==> src/rtl/rtc_pkg.sv <==
package rtc_pkg;

  typedef struct packed {
    logic [5:0] cent;
    logic [7:0] yr;
    logic [4:0] mon;
    logic [5:0] date;
    logic [2:0] day;
    logic [5:0] hr;
    logic [6:0] min;
    logic [6:0] sec;
  } rtc_time_t;

  localparam rtc_time_t RTC_RST = '{cent: 6'h00, yr: 8'h00, mon: 5'h01, date: 6'h01,
                                    day: 3'd1, hr: 6'h00, min: 7'h00, sec: 7'h00};

  localparam logic [2:0] IDX_CTRL = 3'd0;
  localparam logic [2:0] IDX_SEC  = 3'd1;
  localparam logic [2:0] IDX_MIN  = 3'd2;
  localparam logic [2:0] IDX_HR   = 3'd3;
  localparam logic [2:0] IDX_DAY  = 3'd4;
  localparam logic [2:0] IDX_DATE = 3'd5;
  localparam logic [2:0] IDX_MON  = 3'd6;
  localparam logic [2:0] IDX_YR   = 3'd7;

  function automatic logic [7:0] bcd_inc(input logic [7:0] v);
    if (v[3:0] >= 4'd9) return {v[7:4] + 4'd1, 4'd0};
    return {v[7:4], v[3:0] + 4'd1};
  endfunction

  // BCD year divisible by 4
  function automatic logic is_leap(input logic [7:0] yr);
    if (yr[4]) return (yr[3:0] == 4'd2) || (yr[3:0] == 4'd6);
    return (yr[3:0] == 4'd0) || (yr[3:0] == 4'd4) || (yr[3:0] == 4'd8);
  endfunction

  function automatic logic [5:0] last_date(input logic [4:0] mon, input logic leap);
    case (mon)
      5'h02:                      return leap ? 6'h29 : 6'h28;
      5'h04, 5'h06, 5'h09, 5'h11: return 6'h30;
      default:                    return 6'h31;
    endcase
  endfunction

endpackage

==> src/rtl/rtc_prescaler.sv <==
module rtc_prescaler #(
  parameter int unsigned CYC_PER_HALF = 32,
  parameter int unsigned HALF_PER_SEC = 1024
) (
  input  logic clk_i,
  input  logic rst_ni,
  input  logic run_i,
  input  logic clr_i,
  output logic half_o,
  output logic sec_o,
  output logic sq_o
);
  localparam int unsigned SUB_W = $clog2(HALF_PER_SEC);
  localparam logic [SUB_W-1:0] SUB_LAST = SUB_W'(HALF_PER_SEC - 1);

  logic             half;
  logic [SUB_W-1:0] sub_q;
  logic             sq_q;

  generate
    if (CYC_PER_HALF > 1) begin : g_div
      localparam int unsigned DIV_W = $clog2(CYC_PER_HALF);
      localparam logic [DIV_W-1:0] DIV_LAST = DIV_W'(CYC_PER_HALF - 1);
      logic [DIV_W-1:0] div_q;
      assign half = run_i && (div_q == DIV_LAST);
      always_ff @(posedge clk_i or negedge rst_ni) begin
        if (!rst_ni)    div_q <= '0;
        else if (clr_i) div_q <= '0;
        else if (run_i) div_q <= half ? '0 : div_q + DIV_W'(1);
      end
    end else begin : g_nodiv
      assign half = run_i;
    end
  endgenerate

  always_ff @(posedge clk_i or negedge rst_ni) begin
    if (!rst_ni) begin
      sub_q <= '0;
      sq_q  <= 1'b0;
    end else if (clr_i) begin
      sub_q <= '0;
      sq_q  <= 1'b0;
    end else if (half) begin
      sub_q <= (sub_q == SUB_LAST) ? '0 : sub_q + SUB_W'(1);
      sq_q  <= ~sq_q;
    end
  end

  assign half_o = half;
  assign sec_o  = half && (sub_q == SUB_LAST);
  assign sq_o   = sq_q;
endmodule

==> src/rtl/rtc_calendar.sv <==
module rtc_calendar
  import rtc_pkg::*;
(
  input  logic      clk_i,
  input  logic      rst_ni,
  input  logic      tick_i,
  input  logic      load_i,
  input  rtc_time_t load_val_i,
  output rtc_time_t cnt_o
);
  rtc_time_t  cnt_q, nxt;
  logic       sec_w, min_w, hr_w, date_w, mon_w, yr_w;
  logic [7:0] i_sec, i_min, i_hr, i_date, i_mon, i_cent;

  always_comb begin
    i_sec  = bcd_inc({1'b0, cnt_q.sec});
    i_min  = bcd_inc({1'b0, cnt_q.min});
    i_hr   = bcd_inc({2'b0, cnt_q.hr});
    i_date = bcd_inc({2'b0, cnt_q.date});
    i_mon  = bcd_inc({3'b0, cnt_q.mon});
    i_cent = bcd_inc({2'b0, cnt_q.cent});

    // >= keeps an out-of-range load from running away
    sec_w  = cnt_q.sec >= 7'h59;
    min_w  = sec_w && (cnt_q.min >= 7'h59);
    hr_w   = min_w && (cnt_q.hr >= 6'h23);
    date_w = hr_w && (cnt_q.date >= last_date(cnt_q.mon, is_leap(cnt_q.yr)));
    mon_w  = date_w && (cnt_q.mon >= 5'h12);
    yr_w   = mon_w && (cnt_q.yr >= 8'h99);

    nxt     = cnt_q;
    nxt.sec = sec_w ? 7'h00 : i_sec[6:0];
    if (sec_w) nxt.min = min_w ? 7'h00 : i_min[6:0];
    if (min_w) nxt.hr  = hr_w ? 6'h00 : i_hr[5:0];
    if (hr_w) begin
      nxt.date = date_w ? 6'h01 : i_date[5:0];
      nxt.day  = (cnt_q.day >= 3'd7) ? 3'd1 : cnt_q.day + 3'd1;
    end
    if (date_w) nxt.mon  = mon_w ? 5'h01 : i_mon[4:0];
    if (mon_w)  nxt.yr   = yr_w ? 8'h00 : bcd_inc(cnt_q.yr);
    if (yr_w)   nxt.cent = (cnt_q.cent >= 6'h39) ? 6'h00 : i_cent[5:0];
  end

  always_ff @(posedge clk_i or negedge rst_ni) begin
    if (!rst_ni)     cnt_q <= RTC_RST;
    else if (load_i) cnt_q <= load_val_i;
    else if (tick_i) cnt_q <= nxt;
  end

  assign cnt_o = cnt_q;
endmodule

==> src/rtl/rtc_regfile.sv <==
module rtc_regfile
  import rtc_pkg::*;
(
  input  logic       clk_i,
  input  logic       rst_ni,
  input  logic       we_i,
  input  logic [2:0] idx_i,
  input  logic [7:0] wdata_i,
  input  rtc_time_t  cnt_i,
  input  logic       batt_i,
  input  logic       sq_i,
  output logic [7:0] rdata_o,
  output rtc_time_t  hold_o,
  output logic       load_o,
  output logic       stop_o,
  output logic       rd_o,
  output logic       wr_o
);
  rtc_time_t hold_q;
  logic      rd_q, wr_q, stop_q, ft_q, load_q;
  logic      halt;

  assign halt = rd_q || wr_q || load_q;

  always_ff @(posedge clk_i or negedge rst_ni) begin
    if (!rst_ni) begin
      rd_q   <= 1'b0;
      wr_q   <= 1'b0;
      stop_q <= 1'b0;
      ft_q   <= 1'b0;
      load_q <= 1'b0;
    end else begin
      load_q <= we_i && (idx_i == IDX_CTRL) && wr_q && !wdata_i[7];
      if (we_i) begin
        case (idx_i)
          IDX_CTRL: begin
            wr_q <= wdata_i[7];
            rd_q <= wdata_i[6];
          end
          IDX_SEC: stop_q <= wdata_i[7];
          IDX_DAY: ft_q   <= wdata_i[6];
          default: ;
        endcase
      end
    end
  end

  // holding copy follows counters unless halted; writes land only while halted
  always_ff @(posedge clk_i or negedge rst_ni) begin
    if (!rst_ni) begin
      hold_q <= RTC_RST;
    end else if (!halt) begin
      hold_q <= cnt_i;
    end else if (we_i) begin
      case (idx_i)
        IDX_CTRL: hold_q.cent <= wdata_i[5:0];
        IDX_SEC:  hold_q.sec  <= wdata_i[6:0];
        IDX_MIN:  hold_q.min  <= wdata_i[6:0];
        IDX_HR:   hold_q.hr   <= wdata_i[5:0];
        IDX_DAY:  hold_q.day  <= wdata_i[2:0];
        IDX_DATE: hold_q.date <= wdata_i[5:0];
        IDX_MON:  hold_q.mon  <= wdata_i[4:0];
        default:  hold_q.yr   <= wdata_i;
      endcase
    end
  end

  always_comb begin
    case (idx_i)
      IDX_CTRL: rdata_o = {wr_q, rd_q, hold_q.cent};
      IDX_SEC:  rdata_o = {stop_q, hold_q.sec[6:1], (ft_q && !stop_q) ? sq_i : hold_q.sec[0]};
      IDX_MIN:  rdata_o = {1'b0, hold_q.min};
      IDX_HR:   rdata_o = {2'b0, hold_q.hr};
      IDX_DAY:  rdata_o = {batt_i, ft_q, 3'b0, hold_q.day};
      IDX_DATE: rdata_o = {2'b0, hold_q.date};
      IDX_MON:  rdata_o = {3'b0, hold_q.mon};
      default:  rdata_o = hold_q.yr;
    endcase
  end

  assign hold_o = hold_q;
  assign load_o = load_q;
  assign stop_o = stop_q;
  assign rd_o   = rd_q;
  assign wr_o   = wr_q;
endmodule

==> src/rtl/rtc_bcd_regs.sv <==
module rtc_bcd_regs
  import rtc_pkg::*;
#(
  parameter int unsigned ADDR_W       = 17,
  parameter int unsigned CYC_PER_HALF = 32
) (
  input  logic              clk_i,
  input  logic              rst_ni,
  input  logic              batt_ok_i,
  input  logic              sel_i,
  input  logic              we_i,
  input  logic [ADDR_W-1:0] addr_i,
  input  logic [7:0]        wdata_i,
  output logic [7:0]        rdata_o,
  output logic              hit_o
);
  localparam int unsigned IDX_W        = 3;
  localparam int unsigned HALF_PER_SEC = 1024;

  logic       hit, bus_we, load, osc_stop, rd_bit, wr_bit;
  logic       half_tick, sec_tick, sq;
  logic [7:0] rf_rdata;
  rtc_time_t  cnt, hold;

  assign hit    = &addr_i[ADDR_W-1:IDX_W];
  assign bus_we = sel_i && we_i && hit;

  rtc_prescaler #(
    .CYC_PER_HALF(CYC_PER_HALF),
    .HALF_PER_SEC(HALF_PER_SEC)
  ) i_prescaler (
    .clk_i (clk_i),
    .rst_ni(rst_ni),
    .run_i (!osc_stop),
    .clr_i (load),
    .half_o(half_tick),
    .sec_o (sec_tick),
    .sq_o  (sq)
  );

  rtc_calendar i_calendar (
    .clk_i     (clk_i),
    .rst_ni    (rst_ni),
    .tick_i    (sec_tick),
    .load_i    (load),
    .load_val_i(hold),
    .cnt_o     (cnt)
  );

  rtc_regfile i_regfile (
    .clk_i  (clk_i),
    .rst_ni (rst_ni),
    .we_i   (bus_we),
    .idx_i  (addr_i[IDX_W-1:0]),
    .wdata_i(wdata_i),
    .cnt_i  (cnt),
    .batt_i (batt_ok_i),
    .sq_i   (sq),
    .rdata_o(rf_rdata),
    .hold_o (hold),
    .load_o (load),
    .stop_o (osc_stop),
    .rd_o   (rd_bit),
    .wr_o   (wr_bit)
  );

  assign rdata_o = hit ? rf_rdata : 8'h00;
  assign hit_o   = hit;
endmodule

==> config.mk <==
export PLATFORM = sky130hd
export DESIGN_NAME = rtc_bcd_regs
export DESIGN_NICKNAME = d
export VERILOG_FILES = /design/src/rtl/rtc_pkg.sv /design/src/rtl/rtc_prescaler.sv /design/src/rtl/rtc_calendar.sv /design/src/rtl/rtc_regfile.sv /design/src/rtl/rtc_bcd_regs.sv
export SDC_FILE = /design/constraint.sdc
export NUM_CORES = 1
export LEC_CHECK = 0
export ABC_AREA = 1
export BUFFER_PORTS_ARGS = -buffer_cell sky130_fd_sc_hd__buf_2
export CAP_MARGIN = 0
export CELL_PAD_IN_SITES_DETAIL_PLACEMENT = 1
export CELL_PAD_IN_SITES_GLOBAL_PLACEMENT = 2
export CORE_MARGIN = 1
export CORE_UTILIZATION = 30
export CTS_CLUSTER_SIZE = 20
export DETAILED_ROUTE_END_ITERATION = 10
export GPL_ROUTABILITY_DRIVEN = 0
export PLACE_DENSITY = 0.73
export SYNTH_ARGS = -nofsm -noshare
export SYNTH_HDL_FRONTEND = slang
export SYNTH_SLANG_ARGS = --single-unit
==> constraint.sdc <==
create_clock -name clk_i -period 3.3 [get_ports clk_i]
set_clock_uncertainty 0.05 [all_clocks]
set_input_delay 0.33 -clock clk_i [delete_from_list [all_inputs] [get_ports clk_i]]
set_output_delay 0.33 -clock clk_i [all_outputs]
set_load 0.02 [all_outputs]
==> flow_summary_export.csv <==
group,metric,value,unit
clocking,clock_sinks,117,
global_route,grt-ovfl-total,0,
sta,hold_violations,0,
floorplan,core,24300,um2
sta,slew_headroom,26.2,%
clocking,maximum_number_of_buffers_from_clock_root_to_sink,2,
drt,drt_iter0_markers,302,
floorplan,placementRows,57,
pwr,worst_ir_drop_vdd,0.000340,V
clocking,clock_tree_from_tritoncts,"built",
worst_setup_path,worst-setup-path-type,"register to register",
floorplan,die_area,25400,um2
clocking,cts.root.buffer_cell,"sky130_fd_sc_hd__clkbuf_16",
clocking,clock_latency,430,ps
global_route,grt_util_met1,27.5,%
global_route,grt_pass1_wl,39400,um
floorplan,fp.dieW,159,um
synth,synth.cell_area,7420,um2
synth,synth_area_per_cell,7.86,um2
sta,rsz0062_at_grt,"no",
floorplan,boundaryPins,39,
finish,synthToLayoutAreaGrowth,16.1,%
drt,tritonroute_pass_1_iters,4,
synth,postSynthNetCount,1015,
drt,drt.antenna.violating_nets,0,
placement,post-place-cells,1291,
synth,synthFlopType,"sky130_fd_sc_hd__dfrtp_1",
global_route,initial_antenna_violation_count,0,
placement,port_bufs,38,
sta,slew_viol_final,0,
pwr,p_total,3.71,mW
drt,dr_total_vias,6572,
finish,finalNetCount,1058,
finish,final.fill_count,2930,
finish,drive_above_1_share,13.8,%
synth,synth.ff_latch_count,117,
clocking,post_cts_buffers,0,
flow_run,max_cap_violations,0,
synth,synth-async-reset-ratio,100,%
global_route,via_count_of_the_first_global_routing_pass,6911,
sta,max_clock_freq,343,MHz
finish,stdcell_count,1322,
sta,max_slew.worst_pin.slew,1100,ps
floorplan,die_height,159,um
pwr,power.static_leakage,4.17,nW
worst_setup_path,timing.critical_path.to_type,"register",
floorplan,initial_standard_cell_utilization_of_the_core,30.5,%
sta,setup_viol,0,
global_route,grt_start_max_net_pins,60,
drt,post_drt_wl_per_cell,18.1,um
global_route,met2_resource_use_gr,33.1,%
sta,totalNegativeSetupSlack,0,ps
sta,min_period_over_period,88.3,%
synth,postSynthCellCount,944,
clocking,cts_htree_levels,4,
synth,synth_enable_flop_cells,0,
worst_setup_path,cp_data_required_time,3630,ps
worst_setup_path,timing.critical_path.fanout_max,10,
global_route,top_usage_layer,"met2",
drt,routed_wirelength,23900,um
synth,yosysUniqueCellTypes,58,
drt,post-route-drc-count,0,
status,run_status,"finished, final reports clean",
global_route,grt_usage,20.0,%
synth,syn_warnings,0,
placement,dp_hpwl,17300,um
hold_path,worstHoldPathType,"input pin to register",
clocking,cts_inserted_buffers,17,
drt,vias_per_cell,4.97,
finish,insertedDiodeCount,0,
sta,min_period,2910,ps
clocking,clock_slew_at_reported_path_ffs,60,ps
global_route,grtUsageMet3,2.97,%
pwr,power_density,430,nW/um2
worst_setup_path,worstPathArrival,3240,ps
synth,synth.yosys.seq_area_share,39.6,%
worst_setup_path,category_of_the_worst_setup_path_launch_point,"register",
==> placed cells by master (no fill, tap or decap), drive strengths merged, types with 9 or more instances in the layout <==
| cell | synthesis | final |
|---|---|---|
| o22ai | 23 | 23 |
| buf | 18 | 49 |
| nor2 | 86 | 86 |
| inv | 140 | 140 |
| nand4 | 9 | 9 |
| o221ai | 25 | 25 |
| nor3 | 13 | 13 |
| a22oi | 13 | 13 |
| nand2 | 211 | 211 |
| dfrtp | 111 | 111 |
| nand3 | 52 | 52 |
| ha | 41 | 41 |
| xor2 | 16 | 16 |
| o21ai | 69 | 69 |
| o211ai | 9 | 9 |
| a21oi | 42 | 42 |
| clkbuf | 8 | 22 |
==> state kept, by name, indices dropped and copies added, names as in the netlist <==
register	cells
i_calendar.cnt_o	48
i_regfile.wr_o	1
i_regfile.rd_o	1
i_regfile.hold_o	48
i_prescaler.sub_q	10
i_regfile.stop_o	1
i_prescaler.sq_o	1
i_regfile.load_o	1
i_regfile.ft_q	1
i_prescaler.g_div.div_q	5
==> synthesized netlist by cell type (5+ instances only) <==
cell                       number  area [um2]
sky130_fd_sc_hd__nand2_1      199         747
sky130_fd_sc_hd__inv_1        129         484
sky130_fd_sc_hd__dfrtp_1      111        2780
sky130_fd_sc_hd__nor2_1        75         282
sky130_fd_sc_hd__o21ai_0       62         310
sky130_fd_sc_hd__nand3_1       49         245
sky130_fd_sc_hd__a21oi_1       41         205
sky130_fd_sc_hd__ha_1          41         513
sky130_fd_sc_hd__o221ai_1      25         219
sky130_fd_sc_hd__o22ai_1       23         144
sky130_fd_sc_hd__xor2_1        16         140
sky130_fd_sc_hd__a22oi_1       13        97.6
sky130_fd_sc_hd__nor3_1        12        60.1
sky130_fd_sc_hd__inv_2         10        37.5
sky130_fd_sc_hd__buf_2          9        45.0
sky130_fd_sc_hd__o211ai_1       9        67.6
sky130_fd_sc_hd__clkbuf_1       8        30.0
sky130_fd_sc_hd__nor2_2         8        50.1
sky130_fd_sc_hd__a21boi_1       7        52.6
sky130_fd_sc_hd__nand2_2        7        43.8
sky130_fd_sc_hd__a31oi_1        6        37.5
sky130_fd_sc_hd__dfstp_2        6         158
sky130_fd_sc_hd__o21ai_1        6        30.0
sky130_fd_sc_hd__a211oi_1       5        37.5
sky130_fd_sc_hd__a221oi_1       5        43.8
sky130_fd_sc_hd__nand4_1        5        31.3
==> worst max-delay path, cell delays in order (launching register included) <==
cell and delay (ps):
sky130_fd_sc_hd__dfstp_2 390, sky130_fd_sc_hd__inv_1 110, sky130_fd_sc_hd__ha_1 210, sky130_fd_sc_hd__inv_1 60, sky130_fd_sc_hd__nor3_2 260, sky130_fd_sc_hd__o21ai_0 190, sky130_fd_sc_hd__and3_1 220, sky130_fd_sc_hd__ha_1 260
sky130_fd_sc_hd__nand4_1 100, sky130_fd_sc_hd__nand4_2 240, sky130_fd_sc_hd__nand4_2 220, sky130_fd_sc_hd__buf_4 220, sky130_fd_sc_hd__nand2_1 80, sky130_fd_sc_hd__nand2_2 120, sky130_fd_sc_hd__nand2_1 60, sky130_fd_sc_hd__nand2_1 60
==> per-layer routing <==
layer	up-vias	routed length, um
met2	92	11500
met1	3218	11200
met5	-	0
met3	13	955
li1	3249	-
met4	0	193
==> final timing paths <==
check,startpoint,end,cells after the start,slack [ps]
max in group asynchronous,rst_ni,i_regfile.stop_o,3,2060
min in group asynchronous,rst_ni,i_prescaler.sub_q[8],2,350
worst min-delay path,wdata_i[7],i_regfile.load_o,2,90
worst max-delay path,i_calendar.cnt_o[29],i_calendar.cnt_o[38],15,390
worst min register to register,i_prescaler.g_div.div_q[3],i_prescaler.g_div.div_q[3],1,410
worst max register to register,i_calendar.cnt_o[29],i_calendar.cnt_o[38],15,390
==> cell type report <==
cell class	count	area, um2	area share [%]
clock buffer	22	484	5.62
clock inverter	8	148	1.71
inverter	142	537	6.23
multi-input combinational	659	3810	44.2
sequential	117	2940	34.1
tap	324	405	4.70
timing repair buffer	50	298	3.46
==> per-stage QoR <==
step                hold WS [ps]  util, %  setup slack (ps)  area [um2]
finish                      92.9     35.4               388        8620
detailed placement           264     32.8               141        7970
global route                 104     35.4               149        8620
CTS                         84.5     35.4              96.0        8610
global placement             259     32.8               183        7970
floorplan                  -15.6        -               866        7420
==> report_power, final <==
| group | switching [mW] | internal (mW) | leakage [nW] | total (mW) |
|---|---|---|---|---|
| logic | 0.114 | 0.0556 | 2.45 | 0.169 |
| registers | 0.0258 | 1.47 | 1.41 | 1.50 |
| clock network | 0.707 | 1.34 | 0.312 | 2.04 |
==> repair_timing <==
| item | in CTS | in global routing |
|---|---|---|
| setup endpoints to repair | 0 | 13 |
| hold endpoints to repair | 27 | 0 |
| gates resized for setup | 0 | 2 |
| hold buffers | 1 | 0 |
==> kinds of logic after synthesis <==
logic type	synth area share (%)
AOI/OAI and AO/OA	18.2
xor gates and xnor gates	2.24
adders and majority gates	6.91
buffers and inverters	9.22
DFF	39.6
muxes	0.152
and+or+nand+nor	23.7
Note: power is estimated with default switching activity, not from simulation.
